<file path="config.mk">
export PLATFORM = sky130hd
export DESIGN_NAME = xlate_walker
export DESIGN_NICKNAME = d
export VERILOG_FILES = /design/src/rtl/xw_pkg.sv /design/src/rtl/xw_addr_gen.sv /design/src/rtl/xw_entry_eval.sv /design/src/rtl/xw_ctrl.sv /design/src/rtl/xlate_walker.sv
export SDC_FILE = /design/constraint.sdc
export NUM_CORES = 1
export LEC_CHECK = 0
export CAP_MARGIN = 5
export CELL_PAD_IN_SITES_DETAIL_PLACEMENT = 1
export CELL_PAD_IN_SITES_GLOBAL_PLACEMENT = 2
export CORE_UTILIZATION = 35
export DETAILED_ROUTE_END_ITERATION = 8
export DONT_BUFFER_PORTS = 1
export PLACE_DENSITY_LB_ADDON = 0.1
export SLEW_MARGIN = 20
export SYNTH_ARGS = -nofsm -noshare
export SYNTH_HDL_FRONTEND = slang
export SYNTH_SLANG_ARGS = --single-unit
</file>
<file path="constraint.sdc">
create_clock -name clk -period 2.8 [get_ports clk]
set_clock_uncertainty 0.2 [all_clocks]
set_input_delay 0.56 -clock clk [delete_from_list [all_inputs] [get_ports clk]]
set_output_delay 0.56 -clock clk [all_outputs]
set_load 0.005 [all_outputs]
</file>
<file path="src/rtl/xw_pkg.sv">
package xw_pkg;
  localparam int LA_W       = 32;
  localparam int PA_W       = 36;
  localparam int ENT_W      = 64;
  localparam int OFF_W      = 12;
  localparam int IDX_W      = 9;
  localparam int TOP_W      = 2;
  localparam int ENT_SH     = 3;
  localparam int PRES_BIT   = 0;
  localparam int PS_BIT     = 7;
  localparam int LVL_W      = 2;
  localparam int ROOT_ALIGN = TOP_W + ENT_SH;
  localparam int RB_W       = LA_W - ROOT_ALIGN;
  localparam int FRM_W      = PA_W - OFF_W;
  localparam int BIG_OFF_W  = OFF_W + IDX_W;
  localparam int PAD_W      = PA_W - LA_W;
  localparam int DIR_LSB    = BIG_OFF_W;
  localparam int LEAF_LSB   = OFF_W;

  typedef enum logic [2:0] {
    ST_IDLE, ST_ROOT, ST_DIR, ST_LEAF, ST_DONE, ST_FAULT
  } walk_st_e;
endpackage

</file>
<file path="src/rtl/xw_addr_gen.sv">
module xw_addr_gen
  import xw_pkg::*;
(
  input  walk_st_e          st,
  input  logic [RB_W-1:0]   root_base,
  input  logic [LA_W-1:0]   laddr,
  input  logic [FRM_W-1:0]  tbl_frame,
  output logic [PA_W-1:0]   ent_addr
);
  logic [IDX_W-1:0] dir_idx;
  logic [IDX_W-1:0] leaf_idx;
  logic [TOP_W-1:0] top_idx;
  logic             unused_low;

  assign top_idx    = laddr[LA_W-1 -: TOP_W];
  assign dir_idx    = laddr[DIR_LSB +: IDX_W];
  assign leaf_idx   = laddr[LEAF_LSB +: IDX_W];
  assign unused_low = ^laddr[OFF_W-1:0];

  always_comb begin
    case (st)
      ST_ROOT: ent_addr = {{PAD_W{1'b0}}, root_base, top_idx, {ENT_SH{1'b0}}};
      ST_DIR:  ent_addr = {tbl_frame, dir_idx, {ENT_SH{1'b0}}};
      ST_LEAF: ent_addr = {tbl_frame, leaf_idx, {ENT_SH{1'b0}}};
      default: ent_addr = '0;
    endcase
  end
endmodule

</file>
<file path="src/rtl/xw_entry_eval.sv">
module xw_entry_eval
  import xw_pkg::*;
(
  input  walk_st_e          st,
  input  logic [ENT_W-1:0]  rdata,
  input  logic [LA_W-1:0]   laddr,
  output logic              present,
  output logic              big_page,
  output logic [FRM_W-1:0]  nxt_frame,
  output logic [PA_W-1:0]   leaf_paddr,
  output logic [PA_W-1:0]   big_paddr,
  output logic [LVL_W-1:0]  cur_level
);
  logic unused_ent;
  logic unused_la;

  assign unused_ent = ^{rdata[ENT_W-1:PA_W], rdata[OFF_W-1:0]};
  assign unused_la  = ^laddr[LA_W-1:BIG_OFF_W];

  assign present    = rdata[PRES_BIT];
  // page-size flag only means something at the directory level
  assign big_page   = (st == ST_DIR) && rdata[PS_BIT];
  assign nxt_frame  = rdata[PA_W-1:OFF_W];
  assign leaf_paddr = {rdata[PA_W-1:OFF_W], laddr[OFF_W-1:0]};
  assign big_paddr  = {rdata[PA_W-1:BIG_OFF_W], laddr[BIG_OFF_W-1:0]};

  always_comb begin
    case (st)
      ST_DIR:  cur_level = LVL_W'(1);
      ST_LEAF: cur_level = LVL_W'(2);
      default: cur_level = LVL_W'(0);
    endcase
  end
endmodule

</file>
<file path="src/rtl/xw_ctrl.sv">
module xw_ctrl
  import xw_pkg::*;
(
  input  logic              clk,
  input  logic              rst_n,
  input  logic              xl_en,
  input  logic              req_valid,
  output logic              req_ready,
  input  logic [LA_W-1:0]   req_laddr,
  output logic              rsp_valid,
  input  logic              rsp_ready,
  output logic [PA_W-1:0]   rsp_paddr,
  output logic              rsp_fault,
  output logic [LVL_W-1:0]  rsp_level,
  output logic              mem_req,
  input  logic              mem_rvalid,
  output walk_st_e          st,
  output logic [LA_W-1:0]   laddr_q,
  output logic [FRM_W-1:0]  frame_q,
  input  logic              present,
  input  logic              big_page,
  input  logic [FRM_W-1:0]  nxt_frame,
  input  logic [PA_W-1:0]   leaf_paddr,
  input  logic [PA_W-1:0]   big_paddr,
  input  logic [LVL_W-1:0]  cur_level
);
  logic             issued;
  logic [PA_W-1:0]  paddr_q;
  logic             fault_q;
  logic [LVL_W-1:0] level_q;
  logic             walking;

  assign walking   = (st == ST_ROOT) || (st == ST_DIR) || (st == ST_LEAF);
  assign req_ready = (st == ST_IDLE);
  assign mem_req   = walking && !issued;
  assign rsp_valid = (st == ST_DONE) || (st == ST_FAULT);
  assign rsp_paddr = paddr_q;
  assign rsp_fault = fault_q;
  assign rsp_level = level_q;

  always_ff @(posedge clk) begin
    if (!rst_n) begin
      st      <= ST_IDLE;
      issued  <= 1'b0;
      laddr_q <= '0;
      frame_q <= '0;
      paddr_q <= '0;
      fault_q <= 1'b0;
      level_q <= '0;
    end else begin
      case (st)
        ST_IDLE: begin
          if (req_valid) begin
            laddr_q <= req_laddr;
            fault_q <= 1'b0;
            level_q <= '0;
            issued  <= 1'b0;
            if (xl_en) begin
              st <= ST_ROOT;
            end else begin
              paddr_q <= {{PAD_W{1'b0}}, req_laddr};
              st      <= ST_DONE;
            end
          end
        end
        ST_ROOT, ST_DIR, ST_LEAF: begin
          if (!issued) begin
            issued <= 1'b1;
          end else if (mem_rvalid) begin
            issued <= 1'b0;
            if (!present) begin
              fault_q <= 1'b1;
              level_q <= cur_level;
              paddr_q <= '0;
              st      <= ST_FAULT;
            end else if (st == ST_ROOT) begin
              frame_q <= nxt_frame;
              st      <= ST_DIR;
            end else if (st == ST_DIR) begin
              if (big_page) begin
                paddr_q <= big_paddr;
                level_q <= cur_level;
                st      <= ST_DONE;
              end else begin
                frame_q <= nxt_frame;
                st      <= ST_LEAF;
              end
            end else begin
              paddr_q <= leaf_paddr;
              level_q <= cur_level;
              st      <= ST_DONE;
            end
          end
        end
        ST_DONE, ST_FAULT: begin
          if (rsp_ready) st <= ST_IDLE;
        end
        default: st <= ST_IDLE;
      endcase
    end
  end

  // a read strobe never lasts two cycles
  a_r10_single_strobe: assert property (@(posedge clk) disable iff (!rst_n)
    mem_req |=> !mem_req);

  // no new read while the previous one is still awaited
  a_r10_no_overlap: assert property (@(posedge clk) disable iff (!rst_n)
    (walking && issued && !mem_rvalid) |=> !mem_req);

  // a pending result holds still under back-pressure
  a_r3_rsp_hold: assert property (@(posedge clk) disable iff (!rst_n)
    (rsp_valid && !rsp_ready) |=> (rsp_valid && $stable(rsp_paddr)
      && $stable(rsp_fault) && $stable(rsp_level)));

  // ready only when nothing is running or pending
  a_r2_ready_idle: assert property (@(posedge clk) disable iff (!rst_n)
    req_ready |-> (!rsp_valid && !mem_req));

  // bypassed request answers next cycle without a fault
  a_r4_bypass: assert property (@(posedge clk) disable iff (!rst_n)
    (req_valid && req_ready && !xl_en) |=> (rsp_valid && !rsp_fault && !mem_req));

  // a fault carries a zero address and a level in range
  a_r9_fault_shape: assert property (@(posedge clk) disable iff (!rst_n)
    (rsp_valid && rsp_fault) |-> (rsp_paddr == '0 && rsp_level <= LVL_W'(2)));
endmodule

</file>
<file path="src/rtl/xlate_walker.sv">
module xlate_walker
  import xw_pkg::*;
(
  input  logic              clk,
  input  logic              rst_n,
  input  logic              xl_en,
  input  logic [RB_W-1:0]   root_base,
  input  logic              req_valid,
  output logic              req_ready,
  input  logic [LA_W-1:0]   req_laddr,
  output logic              rsp_valid,
  input  logic              rsp_ready,
  output logic [PA_W-1:0]   rsp_paddr,
  output logic              rsp_fault,
  output logic [LVL_W-1:0]  rsp_level,
  output logic              mem_req,
  output logic [PA_W-1:0]   mem_addr,
  input  logic [ENT_W-1:0]  mem_rdata,
  input  logic              mem_rvalid
);
  walk_st_e          st;
  logic [LA_W-1:0]   laddr_q;
  logic [FRM_W-1:0]  frame_q;
  logic              present;
  logic              big_page;
  logic [FRM_W-1:0]  nxt_frame;
  logic [PA_W-1:0]   leaf_paddr;
  logic [PA_W-1:0]   big_paddr;
  logic [LVL_W-1:0]  cur_level;

  xw_ctrl u_ctrl (
    .clk        (clk),
    .rst_n      (rst_n),
    .xl_en      (xl_en),
    .req_valid  (req_valid),
    .req_ready  (req_ready),
    .req_laddr  (req_laddr),
    .rsp_valid  (rsp_valid),
    .rsp_ready  (rsp_ready),
    .rsp_paddr  (rsp_paddr),
    .rsp_fault  (rsp_fault),
    .rsp_level  (rsp_level),
    .mem_req    (mem_req),
    .mem_rvalid (mem_rvalid),
    .st         (st),
    .laddr_q    (laddr_q),
    .frame_q    (frame_q),
    .present    (present),
    .big_page   (big_page),
    .nxt_frame  (nxt_frame),
    .leaf_paddr (leaf_paddr),
    .big_paddr  (big_paddr),
    .cur_level  (cur_level)
  );

  xw_addr_gen u_addr (
    .st        (st),
    .root_base (root_base),
    .laddr     (laddr_q),
    .tbl_frame (frame_q),
    .ent_addr  (mem_addr)
  );

  xw_entry_eval u_eval (
    .st         (st),
    .rdata      (mem_rdata),
    .laddr      (laddr_q),
    .present    (present),
    .big_page   (big_page),
    .nxt_frame  (nxt_frame),
    .leaf_paddr (leaf_paddr),
    .big_paddr  (big_paddr),
    .cur_level  (cur_level)
  );
endmodule

</file>
# ---- Yosys cells after proc, flatten, opt, wreduce, memory -nomap -nowiden
# Cells that the tools add are included.
dict set report classes {
  n_reduce_logical 18
  eq_ne 14
  n_mux 40
}
# cell n
set ops {}
lappend ops {{$mux 36} 8}
lappend ops {{$pmux 36 s3} 1}
lappend ops {{$mux 24} 3}
lappend ops {{$pmux 36 s2} 1}
lappend ops {{$mux 3} 9}
lappend ops {{$mux 2} 7}
lappend ops {{$reduce_and 6->1} 2}
lappend ops {{$ne 2x2->1 const B} 5}
lappend ops {{$pmux 3 s3} 1}
lappend ops {{$pmux 2 s2} 2}
lappend ops {{$reduce_and 7->1} 1}
lappend ops {{$eq 3x2->1 const B} 2}
lappend ops {{$eq 3x3->1 const B} 2}
lappend ops {{$mux 1} 6}
lappend ops {{$reduce_and 5->1} 1}
lappend ops {{$ne 2x1->1 const B} 2}
lappend ops {{$ne 4x4->1 const B} 1}
lappend ops {{$pmux 1 s2} 2}
lappend ops {{$reduce_and 2->1} 2}
lappend ops {{$reduce_and 4->1} 1}
lappend ops {{$reduce_bool 2->1} 2}
lappend ops {{$eq 3x1->1 const B} 1}
lappend ops {{$logic_not 3->1} 1}
lappend ops {{$logic_or 1x1->1} 3}
lappend ops {{5 further kinds} 6}
dict set report totals {
  ff_bits 99
  elab_cells 79
  in_bits 129
}

# ---- Logic depth before layout (Yosys ltp)
dict set report logic_depth {
  depth_word 9
  mapped_depth 6
  ltp_nobuf 4
}

# ---- Hierarchy
# From an unflattened synthesis, not the netlist that was laid out.
dict set report unflattened {
  hier_cells 780
  hier_area_um2 6149.6
}
# module n_inst area_per_inst_um2 cells_each
set by_module_without_submodules {}
lappend by_module_without_submodules {xw_ctrl 1 4663.2 571}
lappend by_module_without_submodules {xw_entry_eval 1 758.2 100}
lappend by_module_without_submodules {xw_addr_gen 1 728.2 109}

# ---- Least setup slack after synthesis
# No wires, ideal clock.
dict set report synth_timing {
  kind {reg2out}
  from {register u_ctrl.st[1]}
  to {output mem_addr[10]}
  slack_ps 534
  required_ps 2040
  n_path_buf 2
  arrival_ps 1506
  path_stages_with_launch 6
  path_cell_list {dfxtp_1 -> clkbuf_1 -> buf_2 -> mux2_2 -> a22oi_1 -> nor2_1}
}
dict set report synth_between {
  elab_chain_cells 2
}
# item line_no
set synth_rtl {}
lappend synth_rtl {{from (decl)} xw_ctrl.sv:17} ;# output walk_st_e st,
lappend synth_rtl {{from (signal assigned)} xw_ctrl.sv:43} ;# st <= ST_IDLE;
lappend synth_rtl {{from (signal assigned)} xw_ctrl.sv:59} ;# st <= ST_ROOT;
lappend synth_rtl {{from (signal assigned)} xw_ctrl.sv:62} ;# st <= ST_DONE;
lappend synth_rtl {{$eq 3x2->1 / $eq 3x1->1 (equally long branches)} xw_addr_gen.sv:21} ;# case (st)
lappend synth_rtl {{$pmux 36 s3 (*)} xw_addr_gen.sv:21}
lappend synth_rtl {{to (decl)} xlate_walker.sv:17} ;# output logic [PA_W-1:0] mem_addr,
# Every way passes the cells marked *; elsewhere a longest branch is shown, timed or not.

# ---- Worst setup path after layout
dict set report layout_timing {
  from {register u_ctrl.st[0]}
  to {output mem_addr[26]}
}
# The elaborated chain is that of the path after synthesis.

==> results.md <==
- CP required: 2.04 ns
- CTS Sinks: 99
- Routed vias/inst: 5.76
- CTS Hold Bufs: 0
- Hold depth: 1
- Most frequent CP cell: nor2b_2
- Post-Layout Cell Count: 710
- Synth Register Bits: 99
- Hold Path Class: primary input to register
- Core ar.: 12800 um^2
- Port bufs: 0
- Final Max Tran Viols: 0
- Max VDD drop: 268 uV
- Max_cap viols: 0
- Status: completed
- CP Launch Type: register
- DIE HEIGHT: 118 um
- Final hold vios: 0
- Mux contribution to synthesized area: 0.0944
- Die Width: 118 um
- Final WS setup: 0.135 ns
- Congestion Overflow GR: 0
- Finished layout cell area: 5220 um^2
- Critical path depth: 4
- Crit path DAT: 1.90 ns
- Initial Util: 0.366
- Slew headroom: 0.336
- Unrepaired setup endpoints after global routing: no
- Post-Synth XOR/XNOR Area: 0
- Cell class contributing the biggest share of worst-path delay: simple AND/OR/NAND/NOR gates
- Post-synthesis sequential area ratio: 0.422
- Routability cong.: 0.721
- Clk slew on worst S/H paths: 0.07 ns
- DIE AREA: 13900 um^2
- Skew-Pair Late Insertion Delay: 0.36 ns
- HPWL Detailed: 10900 um
- Tmin final: 2.66 ns
- Pin count of the biggest net entering global routing: 35
- Worst-Margin Slew: 0.993 ns
- Power, Total: 4.17 mW
- Syn avg cell area: 8.47 um^2
- Yosys warnings: 0
- Multi-input logic area: 2500 um^2
- Crit-path max FO: 11
- End of the worst hold path: u_ctrl.st[2]
- Pre-CTS WS: 0.113 ns
- Setup tns final: 0 ns
- Compound-Gate Fraction of Synth Area: 0.246
- RR Endpoint: u_ctrl.rsp_paddr[10]
- Adder-Cell Fraction of Synth Area: 0
- I/O Pins: 207
- Global-route wire length before repair: 24900 um
- Crit path kind: register to output pin
- CTS tree: yes
- Pre-Repair DR Iteration Count: 4
- Initial detailed-routing violation count: 214
- Final core occ: 0.407
- Final setup vio count: 0
- Routed WL: 15900 um
- Power per standard cell area: 799 nW/um^2
- Fillers: 1519
- Simple-gate share of the synthesized area: 0.179
- Yosys cell types: 40
- Syn Std Cell Area: 4690 um^2
- R2R depth: 4
- Mapped Cells: 554
- Cell Chain, Critical Path: nor2b_2 -> nor2b_2 -> buf_4 -> a22o_1
- Leak: 2.03 nW
- Hold path startpoint: rst_n
- Crit Reg-Reg Startpoint: u_ctrl.st[2]
- Bufs on Longest Clock Path: 2
- FF/Latch Area: 1980 um^2
- WP buf/inv: 1
- Vias in the first global route: 4283
- ANT nets after route: 0
- CTS Root Cell: clkbuf_16
- Via count: 4088
- Initial antenna violation count: 0
- WHS: 0.121 ns
- Placed cell area: 4880 um^2
- CP max-delay cell: dfxtp_1
- Post-layout net count: 662
- DRC violations left: 0
- Final Cycle Share: 0.952
- Routed length per instance: 22.4 um
- Largest family of logic cells by synthesized area: compound AO/OA/AOI/OAI gates
- Achievable Freq: 375 MHz
- H-Tree Depth: 3
- Num rows: 41
- Overall Global Routing Usage: 0.233
- R2R Setup Slk: 0.22 ns
- TritonCTS Buffers: 9
- Crit-path max cell delay: 0.52 ns
- Share of layout cells above drive strength 1: 0.136
- Critical path endpoint category: output pin
- Diodes inserted: 0
- Layout area overhead: 11.3%
- Placed insts: 692
[sequential cells by signal, indices dropped and copies added (netlist names)]
name / count
u_ctrl.rsp_paddr: 36
u_ctrl.laddr_q: 32
u_ctrl.frame_q: 24
u_ctrl.st: 3
u_ctrl.rsp_level: 2
u_ctrl.issued: 1
u_ctrl.rsp_fault: 1
[worst max-delay path by stage]
stage                 startpoint                   end  slack (ns)
floorplan           u_ctrl.st[1]          mem_addr[10]        0.53
global placement    u_ctrl.st[1]  u_ctrl.rsp_paddr[25]        0.16
detailed placement  u_ctrl.st[1]  u_ctrl.rsp_paddr[10]        0.11
CTS                 u_ctrl.st[0]          mem_addr[26]        0.03
global route        u_ctrl.st[0]          mem_addr[26]        0.02
finish              u_ctrl.st[0]          mem_addr[26]        0.14
[power breakdown]
group / switching, mW / total (mW) / internal (mW)
Combinational: 0.687 / 1.07 / 0.384
Clock: 0.570 / 1.36 / 0.785
Sequential: 0.157 / 1.75 / 1.59
[synth_stat cells]
cell       n  area [um^2]
a311oi_1  23          201
nand3_1   30          150
nor3_2     1         10.0
a21bo_2    1         10.0
o31ai_1    4         30.0
o21ai_0    3         15.0
dfxtp_1   99         1980
nand2_1   90          338
inv_1      1         3.75
o21bai_2   1         11.3
a22oi_1   18          135
nand4_1    1         6.26
a21oi_2    2         17.5
nor4b_4    1         23.8
buf_2     23          115
clkinv_1   1         3.75
nor2b_1    8         50.1
o21a_1     2         15.0
a31oi_1   32          200
clkbuf_1  32          120
conb_1     1         3.75
a21oi_1   41          205
nor4b_1    1         8.76
nor3b_1    2         15.0
nor3_1     4         20.0
buf_1      1         3.75
o211ai_2   1         12.5
nor2_1    37          139
a21o_1     3         22.5
o21ba_1    1         10.0
mux2_2    18          203
or4_1      4         30.0
and2_1     6         37.5
mux2i_1   24          240
o21bai_1   1         7.51
o21ai_1    1         5.00
a211oi_1  11         82.6
a22o_1    20          175
or4b_1     1         10.0
buf_4      3         22.5
[area by class of cell]
type,count,share of cell area
Clock inverter,6,0.0172
Clock buffer,10,0.0438
Multi-Input combinational cell,396,0.478
Tap cell,172,0.0412
Timing Repair Buffer,25,0.0383
Inverter,2,0.00168
Sequential cell,99,0.380
[kinds of logic (layout without fill, tap and decap cells)]
logic type	Yosys count	after routing
simple gates	186	186
compound gates	165	165
flops	99	99
buf+inv	61	43
mux	42	42
other cells	1	3
[cell usage in the layout, fill, tap and decap left out, types with 2 or more instances in the layout]
cell type and n:
a31oi_1 32, a22oi_1 18, conb_1 3, a211oi_1 11, a22o_1 20, o21ai_0 3, nand2_1 90, bufinv_16 2
mux2i_1 24, clkinv_2 2, o21a_1 2, clkinv_4 2, clkbuf_16 9, a21o_1 3, nor2b_1 4, a311oi_1 23
nor2b_2 4, and2_1 6, a21oi_1 41, buf_4 24, dfxtp_1 98, nor2_1 37, nor3_1 4, nand3_1 30
or4_1 4, o31ai_1 4, mux2_2 18
[per-layer routing]
metal / vias to the layer above / global-route usage / part of all wire
met5: - / 0 / 0
met2: 125 / 0.394 / 0.48
met3: 13 / 0.0659 / 0.077
li1: 1972 / - / -
met4: 0 / 0.0777 / 0.012
met1: 1978 / 0.281 / 0.43
[repair_timing]
item / 4_1_cts / 5_1_grt
gates resized for setup: 1 / 2
setup endpoints to repair: 9 / 51
buffers inserted: 0 / 2
pin swaps: 0 / 1
[worst reg2reg max path, cell delays in order (launching register included)]
cell and delay, ns:
dfxtp_1 0.57, o21ba_1 0.36, a21oi_4 0.84, a31oi_1 0.20, a311oi_1 0.30
Power figures use the tool's default switching activity.
